### src/rtl/sfw_pkg.sv
package sfw_pkg;
  localparam int unsigned DW      = 64;
  localparam int unsigned WIN     = 16;  // bytes in the compare window
  localparam int unsigned HALFWIN = 8;   // store may not spill past this

  typedef enum logic [1:0] {
    SZ_BYTE = 2'd0,
    SZ_HALF = 2'd1,
    SZ_WORD = 2'd2,
    SZ_DBL  = 2'd3
  } sfw_size_e;

  function automatic logic [4:0] size_bytes(input logic [1:0] s);
    return 5'd1 << s;
  endfunction

  // byte span within a two-window field, so a spill past the window shows
  function automatic logic [31:0] span_mask(input logic [3:0] off, input logic [1:0] s);
    return ((32'h1 << size_bytes(s)) - 32'h1) << off;
  endfunction
endpackage

### src/rtl/sfw_entry_cmp.sv
module sfw_entry_cmp
  import sfw_pkg::*;
#(
  parameter int unsigned PA_W   = 40,
  parameter int unsigned ID_W   = 7,
  parameter int unsigned IDX_LO = 4,
  parameter int unsigned IDX_HI = 11
) (
  input  logic            ent_valid,
  input  logic [PA_W-1:0] st_addr,
  input  logic [1:0]      st_size,
  input  logic [ID_W-1:0] st_id,
  input  logic [PA_W-1:0] ld_addr,
  input  logic [1:0]      ld_size,
  input  logic [ID_W-1:0] ld_id,
  output logic            hit,
  output logic            covers,
  output logic            st_spill
);
  logic [ID_W-1:0] id_gap;
  logic            is_older;
  logic            idx_eq;
  logic [31:0]     lmask;
  logic [31:0]     smask;
  logic [4:0]      st_end;

  always_comb begin
    id_gap   = ld_id - st_id;
    is_older = ent_valid && (id_gap != '0) && !id_gap[ID_W-1];
    idx_eq   = (ld_addr[IDX_HI:IDX_LO] == st_addr[IDX_HI:IDX_LO]);
    lmask    = span_mask(ld_addr[3:0], ld_size);
    smask    = span_mask(st_addr[3:0], st_size);
    hit      = is_older && idx_eq && ((lmask & smask) != '0);
    covers   = ((lmask & ~smask) == '0);
    st_end   = {2'b00, st_addr[2:0]} + size_bytes(st_size);
    st_spill = (st_end > 5'(HALFWIN));
  end
endmodule

### src/rtl/sfw_pick.sv
module sfw_pick #(
  parameter int unsigned N = 12
) (
  input  logic [N-1:0]   hit,
  input  logic [N*N-1:0] age_vec,
  output logic [N-1:0]   sel
);
  for (genvar i = 0; i < N; i++) begin : g_row
    logic [N-1:0] younger;
    always_comb begin
      for (int j = 0; j < N; j++) begin
        younger[j] = age_vec[j*N + i];
      end
      sel[i] = hit[i] && ((hit & younger) == '0);
    end
  end
endmodule

### src/rtl/sfw_align_ext.sv
module sfw_align_ext
  import sfw_pkg::*;
(
  input  logic [DW-1:0] raw,
  input  logic [2:0]    shift,
  input  logic [1:0]    size,
  input  logic          sgn,
  output logic [DW-1:0] result
);
  logic [DW-1:0] moved;

  always_comb begin
    moved = raw >> {shift, 3'b000};
    unique case (sfw_size_e'(size))
      SZ_BYTE: result = {{(DW-8){sgn & moved[7]}},   moved[7:0]};
      SZ_HALF: result = {{(DW-16){sgn & moved[15]}}, moved[15:0]};
      SZ_WORD: result = {{(DW-32){sgn & moved[31]}}, moved[31:0]};
      default: result = moved;
    endcase
  end
endmodule

### src/rtl/sfw_fwd_check.sv
module sfw_fwd_check
  import sfw_pkg::*;
#(
  parameter int unsigned SQ_DEPTH = 12,
  parameter int unsigned PA_W     = 40,
  parameter int unsigned ID_W     = 7,
  parameter int unsigned IDX_LO   = 4,
  parameter int unsigned IDX_HI   = 11
) (
  input  logic                       clk,
  input  logic                       rst_n,
  input  logic                       ld_valid,
  input  logic [PA_W-1:0]            ld_addr,
  input  logic [1:0]                 ld_size,
  input  logic                       ld_signed,
  input  logic [ID_W-1:0]            ld_id,
  input  logic [SQ_DEPTH-1:0]        sq_valid,
  input  logic [SQ_DEPTH*PA_W-1:0]   sq_addr,
  input  logic [SQ_DEPTH*2-1:0]      sq_size,
  input  logic [SQ_DEPTH*64-1:0]     sq_data,
  input  logic [SQ_DEPTH*ID_W-1:0]   sq_id,
  input  logic [SQ_DEPTH-1:0]        sq_rdy,
  input  logic [SQ_DEPTH*SQ_DEPTH-1:0] sq_age_vec,
  output logic                       rsp_valid,
  output logic                       rsp_fwd,
  output logic                       rsp_replay,
  output logic                       rsp_cache,
  output logic [63:0]                rsp_data
);
  logic [SQ_DEPTH-1:0] hit, covers, spill, sel;

  for (genvar e = 0; e < SQ_DEPTH; e++) begin : g_ent
    sfw_entry_cmp #(
      .PA_W(PA_W), .ID_W(ID_W), .IDX_LO(IDX_LO), .IDX_HI(IDX_HI)
    ) u_cmp (
      .ent_valid (sq_valid[e]),
      .st_addr   (sq_addr[e*PA_W +: PA_W]),
      .st_size   (sq_size[e*2 +: 2]),
      .st_id     (sq_id[e*ID_W +: ID_W]),
      .ld_addr   (ld_addr),
      .ld_size   (ld_size),
      .ld_id     (ld_id),
      .hit       (hit[e]),
      .covers    (covers[e]),
      .st_spill  (spill[e])
    );
  end

  sfw_pick #(.N(SQ_DEPTH)) u_pick (
    .hit     (hit),
    .age_vec (sq_age_vec),
    .sel     (sel)
  );

  // one-hot AND-OR mux of the chosen entry
  logic [3:0]    sel_off;
  logic [DW-1:0] sel_data;
  logic          sel_covers, sel_spill, sel_rdy;

  always_comb begin
    sel_off    = '0;
    sel_data   = '0;
    sel_covers = 1'b0;
    sel_spill  = 1'b0;
    sel_rdy    = 1'b0;
    for (int e = 0; e < SQ_DEPTH; e++) begin
      sel_off    = sel_off    | ({4{sel[e]}} & sq_addr[e*PA_W +: 4]);
      sel_data   = sel_data   | ({DW{sel[e]}} & sq_data[e*DW +: DW]);
      sel_covers = sel_covers | (sel[e] & covers[e]);
      sel_spill  = sel_spill  | (sel[e] & spill[e]);
      sel_rdy    = sel_rdy    | (sel[e] & sq_rdy[e]);
    end
  end

  logic       any_hit, ld_spill, can_fwd;
  logic [3:0] byte_shift;
  logic [4:0] ld_end;

  always_comb begin
    any_hit    = |hit;
    ld_end     = {1'b0, ld_addr[3:0]} + size_bytes(ld_size);
    ld_spill   = (ld_end > 5'(WIN));
    can_fwd    = any_hit && sel_covers && !sel_spill && sel_rdy && !ld_spill;
    byte_shift = ld_addr[3:0] - sel_off;
  end

  logic [DW-1:0] ext_data;

  sfw_align_ext u_ext (
    .raw    (sel_data),
    .shift  (byte_shift[2:0]),
    .size   (ld_size),
    .sgn    (ld_signed),
    .result (ext_data)
  );

  // next-state
  logic          nxt_fwd, nxt_replay, nxt_cache, data_en;
  logic [DW-1:0] nxt_data;

  always_comb begin
    nxt_fwd    = ld_valid & can_fwd;
    nxt_replay = ld_valid & any_hit & !can_fwd;
    nxt_cache  = ld_valid & !any_hit;
    nxt_data   = nxt_fwd ? ext_data : '0;
    data_en    = ld_valid | rsp_valid;
  end

  // registers
  always_ff @(posedge clk or negedge rst_n) begin
    if (!rst_n) begin
      rsp_valid  <= 1'b0;
      rsp_fwd    <= 1'b0;
      rsp_replay <= 1'b0;
      rsp_cache  <= 1'b0;
    end else begin
      rsp_valid  <= ld_valid;
      rsp_fwd    <= nxt_fwd;
      rsp_replay <= nxt_replay;
      rsp_cache  <= nxt_cache;
    end
  end

  always_ff @(posedge clk or negedge rst_n) begin
    if (!rst_n) begin
      rsp_data <= '0;
    end else if (data_en) begin
      rsp_data <= nxt_data;
    end
  end
endmodule

### config.mk
export PLATFORM = sky130hd
export DESIGN_NAME = sfw_fwd_check
export DESIGN_NICKNAME = d
export VERILOG_FILES = /design/src/rtl/sfw_pkg.sv /design/src/rtl/sfw_entry_cmp.sv /design/src/rtl/sfw_pick.sv /design/src/rtl/sfw_align_ext.sv /design/src/rtl/sfw_fwd_check.sv
export SDC_FILE = /design/constraint.sdc
export NUM_CORES = 2
export LEC_CHECK = 0
export ABC_AREA = 1
export BUFFER_PORTS_ARGS = -buffer_cell sky130_fd_sc_hd__buf_2
export CAP_MARGIN = 10
export CORE_AREA = 10 10 627 629
export CTS_CLUSTER_DIAMETER = 120
export CTS_CLUSTER_SIZE = 12
export DETAILED_ROUTE_END_ITERATION = 7
export DIE_AREA = 0 0 637 639
export GPL_TIMING_DRIVEN = 0
export PLACE_DENSITY = 0.3
export SKIP_CTS_REPAIR_TIMING = 1
export SLEW_MARGIN = 0
export SYNTH_ARGS = -nofsm -noshare
export SYNTH_HDL_FRONTEND = slang
export SYNTH_SLANG_ARGS = --single-unit
### constraint.sdc
create_clock -name clk -period 2.35 [get_ports clk]
set_clock_uncertainty 0.15 [all_clocks]
set_input_delay 0.47 -clock clk [delete_from_list [all_inputs] [get_ports clk]]
set_output_delay 0.47 -clock clk [all_outputs]
set_load 0.01 [all_outputs]
Word-level counts from Yosys, hierarchy flattened:

Index checks and enable logic that the tools add are counted.
Widths: inputs -> output; s select.

* bits in registers: 68
* bits in latches: 0
* memory bits (writable): 0
* memory bits (read-only): 0
* input bits: 1577
* word-level logic and storage cells: 414
* memories: 0

* add/subtract/negate cells: 39
* $mul: 0
* divide/modulo/power cells: 0
* order comparisons: 13
* equal/unequal tests: 14
* shifts and indexed selects: 40
* multiplexer cells: 2
* bitwise logic cells: 171
* reductions and logical operators: 130

Operator list (number)
* $and 32x32->32: 24
* $and 64x64->64: 12
* $or 64x64->64: 11
* $shl 1x5->32 const A: 13
* $shl 32x4->32: 13
* $sub 32x1->32 const B: 13
* $logic_not 32->1: 12
* $not 32->32: 12
* $reduce_bool 32->1: 12
* $pmux 64 s3: 1
* $and 12x12->12: 12
* $logic_not 12->1: 12
* $eq 8x8->1: 12
* $reduce_bool 7->1: 12
* $sub 7x7->7: 12
* $shl 1x2->5 const A: 13
* $logic_and 1x1->1: 64
* $mux 64: 1
* $shr 64x6->64: 1
* $add 3x5->5: 12
* $gt 5x4->1 const B: 12
* $and 1x1->1: 43
* $and 3x3->3: 12
* $or 1x1->1: 34
* other kinds (9): 34

Depth between registers and ports, before layout:

* depth in word-level cells: 28
* mapped depth: 43

Modules after synthesis:

From an unflattened synthesis, not the netlist that was laid out.

* cells, all modules: 7277
* area, all modules: 37329.6 sq um

By module, submodules not included
* sfw_entry_cmp (g_ent[0].u_cmp ...): times used 6, cells an instance 439, area an instance 2132.0 sq um
* sfw_fwd_check: times used 1, cells an instance 1197, area an instance 7850.0 sq um
* sfw_entry_cmp (g_ent[3].u_cmp ...): times used 2, cells an instance 442, area an instance 2205.9 sq um
* sfw_align_ext: times used 1, cells an instance 493, area an instance 2348.5 sq um
* sfw_entry_cmp (g_ent[8].u_cmp): times used 1, cells an instance 444, area an instance 2237.1 sq um
* sfw_entry_cmp (g_ent[7].u_cmp): times used 1, cells an instance 445, area an instance 2208.4 sq um
* sfw_entry_cmp (g_ent[9].u_cmp): times used 1, cells an instance 441, area an instance 2178.3 sq um
* sfw_entry_cmp (g_ent[11].u_cmp): times used 1, cells an instance 446, area an instance 2098.3 sq um
* sfw_pick: times used 1, cells an instance 293, area an instance 1204.9 sq um

Least setup slack after synthesis:

OpenSTA, ideal clock, no wires.

* path kind: input-to-reg
* start: input port ld_id[0]
* end: register rsp_data[59]
* setup time: 0.116 ns
* arrival: 4.913 ns
* required time: 2.084 ns
* path slack: -2.830 ns
* stages: 30
* buffers on the path: 6
* cell sequence: inv_1 > ha_1 > inv_1 > nand3_1 > nand2_1 > a21oi_1 > xor2_1 > nand3_1 > nand2_1 > nor2_1 > clkbuf_1 > nand3_1 > nor3_4 > nand2_2 > inv_2 > buf_4 > buf_2 > a221oi_1 > nand3_1 > ha_1 > inv_1 > fa_1 > clkbuf_1 > clkbuf_1 > clkbuf_1 > nor2_1 > a21oi_1 > nor2_1 > nand2_1 > nand2_1

* longest elaborated chain between the ends: 27
* elaborated cells on any way between the ends: 249

RTL lines
* from (decl): RTL line sfw_fwd_check.sv:16 `input logic [ID_W-1:0] ld_id,`
* branches (longest 26 deep; another with $sub 7x7->7)
* $mux 64 *: RTL line sfw_fwd_check.sv:105 `nxt_data = nxt_fwd ? ext_data : '0;`
* to (signal assigned): RTL line sfw_fwd_check.sv:128 `rsp_data <= nxt_data;`
* to (decl): RTL line sfw_fwd_check.sv:28 `output logic [63:0] rsp_data`

Mark *: on every way between the ends.
A chain may end at the register's enable or synchronous reset.

Final worst setup path:

* start: input port ld_size[1]
* end: register rsp_data[16]

* longest elaborated chain between the ends: 28
* elaborated cells on any way between the ends: 234

RTL lines
* from (decl): RTL line sfw_fwd_check.sv:14 `input logic [1:0] ld_size,`
* branches (longest 27 deep; another with $sub 32x1->32)
* $mux 64 *: RTL line sfw_fwd_check.sv:105

Marked as above.

==> qor.yml <==
drtIter0Drc: 5681
endpoint_kind: "flip-flop"
num-nets-final: 9443
ys_seq_area_share_pct: 5.54
synth-main-ff-cell: "dfrtp_1"
max_clock_freq_ghz: 0.164
die_h_um: 639
die_x_um: 637
grt_max_degree: 51
drive_gt1_share_pct: 30.7
track_usage_pct: 18.9
synth.distinct_cells: 68
numCtsBuffers: 9
hold_ws_ns: 0.211
synth_most_common_cell: "nand2_1"
setup_ws_ns: -3.74
grt_pass1_wl_um: 511000
cts-root-buf: "clkbuf_16"
rsz0062_at_grt: "true"
place.gp.congestion: 0.971
h-tree-depth: 3
internal_power_mw: 5.30
p_per_area_nw_per_um2: 218
sw_frac_of_total_pct: 52.9
pwr-share-comb_pct: 75.7
status: "finished, violations left"
p_sw_mw: 5.95
core_sq_um: 381000
final-setup-viol-count: 67
cpPeakStageDelay_ns: 0.42
drtPass1Iterations: 6
p_leak_nw: 24.9
arrival_ns: 6.22
startpoint_type: "input port"
ir_worst_vdd_mv: 0.338
vias: 52800
violations: "max-slew violations, negative setup slack"
fin_crit_ns: 6.09
die_area_sq_um: 407000
worst_pin_slew_ns: 2.65
slew_headroom_pct: -78.5
drt-total-wl_um: 415000
yosysWarnings: 0
drv_cap: 0
seqPwrFrac_pct: 10.4
p_clk_share_pct: 13.9
drc: 0
place_ws_ns: -8.32
wl_per_cell_um: 31.6
initial_core_util_pct: 8.06
grt_pass1_vias: 47600
worstSetupPathType: "input port to flip-flop"
cts_tree: "built"
cts_buffer_depth: 2
area_growth_pct: 67.9
synth_common_cells: "nand2_1 (2516), nor2_1 (773), nand3_1 (673)"
crit_required_ns: 2.49
rows: 227
insertion_delay_ns: 0.34
synthCells: 6108
hold_viol: 0
yosys.area.top_type_share_pct: 30.8
cp_slowest_cell: "nor2_4"
synth_edf_count: 0
ant_nets: 0
syn_area_sq_um: 30700
place_hpwl_um: 358000
drv_slew: 4
grt_overflow: 0
vias_per_cell: 4.03
synth_seq_cells: 68
yosys-top-cells-area: "nand2_1 (31%), nand3_1 (11%), nor2_1 (9.4%)"
hp-class: "input port to flip-flop"
fin_crit_sh_pct: 259
crit_fanout: 10
antenna_found_initial: 312
io_pins: 1645
clkTransAtPathRegs_ns: 0.06
synth_largest_area_cell: "nand2_1"
portBuffers: 1257
tns_ns: -235.57
avgSynthCellArea_sq_um: 5.03
synthArstFlopShare_pct: 100
final_core_util_pct: 13.5
crit_top_cell: "nand2_1"
clock_sinks: 68
==> placed cells by master, fill, tap and decap left out, drive strengths merged, types with 20 or more instances in the layout <==
master | netlist | layout
ha | 126 | 126
conb | 2 | 26
o211ai | 33 | 33
xor2 | 82 | 82
a22o | 34 | 34
dfrtp | 68 | 68
o2111ai | 21 | 21
o21ai | 215 | 215
clkinvlp | 0 | 24
buf | 229 | 1791
o22ai | 87 | 87
inv | 318 | 291
nand3 | 704 | 704
diode | 0 | 356
xnor2 | 41 | 41
nand4 | 251 | 251
clkinv | 13 | 20
a21oi | 184 | 184
nor2 | 814 | 814
nand2 | 2537 | 2537
nor3 | 52 | 52
clkbuf | 116 | 146
==> sequential cells by signal, indices dropped and copies added, names as in the netlist <==
| signal | count |
|---|---|
| rsp_replay | 1 |
| rsp_fwd | 1 |
| rsp_data | 64 |
| rsp_cache | 1 |
| rsp_valid | 1 |
==> worst max-delay path, delay by kind of cell <==
| family | cells | cell delay, ns |
|---|---|---|
| simple gates | 20 | 2.91 |
| buf+inv | 10 | 2.17 |
| compound gates | 2 | 0.54 |
==> power groups by stage <==
| stage | clock network (mW) | registers, mW | logic, mW |
|---|---|---|---|
| after global placement | 0 | 1.20 | 6.92 |
| after global routing | 1.62 | 1.17 | 9.03 |
| after detailed placement | 0 | 1.20 | 6.89 |
| after floorplan | 0 | 1.20 | 3.43 |
| final | 1.56 | 1.17 | 8.51 |
| after CTS | 1.58 | 1.17 | 6.91 |
==> final cells by class <==
class	count	area (sq um)
Timing Repair Buffer	1583	9630
Tap cell	5038	6300
Antenna cell	356	891
Buffer	345	3080
Sequential cell	68	1700
Clock inverter	6	87.6
Clock buffer	10	239
Fill cell	45500	329000
Multi-Input combinational cell	5388	28100
Inverter	331	1490
==> logic make-up (layout without fill, tap and decap cells) <==
logic type,count (synthesis),after routing,share of synthesized area (%)
AO/OA/AOI/OAI,693,693,13.8
XOR/XNOR,123,123,3.51
adder cells (fa/ha/maj),140,140,6.05
buffers and inverters,676,2275,9.97
flip-flops,68,68,5.54
other,2,382,0.0245
AND/OR/NAND/NOR,4406,4406,61.1
==> routing by layer <==
metal / share of wire, % / track usage, % / vias up
li1: - / - / 23900
met1: 37 / 21.3 / 25200
met2: 49 / 33.9 / 2911
met3: 7.0 / 3.33 / 773
met4: 6.6 / 9.49 / 80
met5: 0.13 / 0 / -
==> final timing paths <==
kind                                           from                        to  slack [ns]  depth (start not counted)
max in group asynchronous                     rst_n  rsp_data[35]$_DFFE_PN0P_        1.03                          3
hold reg to reg            rsp_data[58]$_DFFE_PN0P_  rsp_data[58]$_DFFE_PN0P_        0.32                          2
min in group asynchronous                     rst_n   rsp_data[6]$_DFFE_PN0P_        0.42                          2
setup / recovery                         ld_size[1]  rsp_data[16]$_DFFE_PN0P_       -3.74                         32
setup reg to reg                rsp_valid$_DFF_PN0_  rsp_data[43]$_DFFE_PN0P_        0.48                          5
hold / removal                             ld_valid       rsp_valid$_DFF_PN0_        0.21                          1
==> metrics by stage <==
step	std cells	instance area, sq um	total power, mW
after CTS	12400	44100	9.66
after global routing	13000	51400	11.8
final	13100	51600	11.2
after detailed placement	12400	43800	8.08
after global placement	12400	43700	8.12
after floorplan	6132	31200	4.62
No activity file was read; power rests on OpenSTA's default activity.
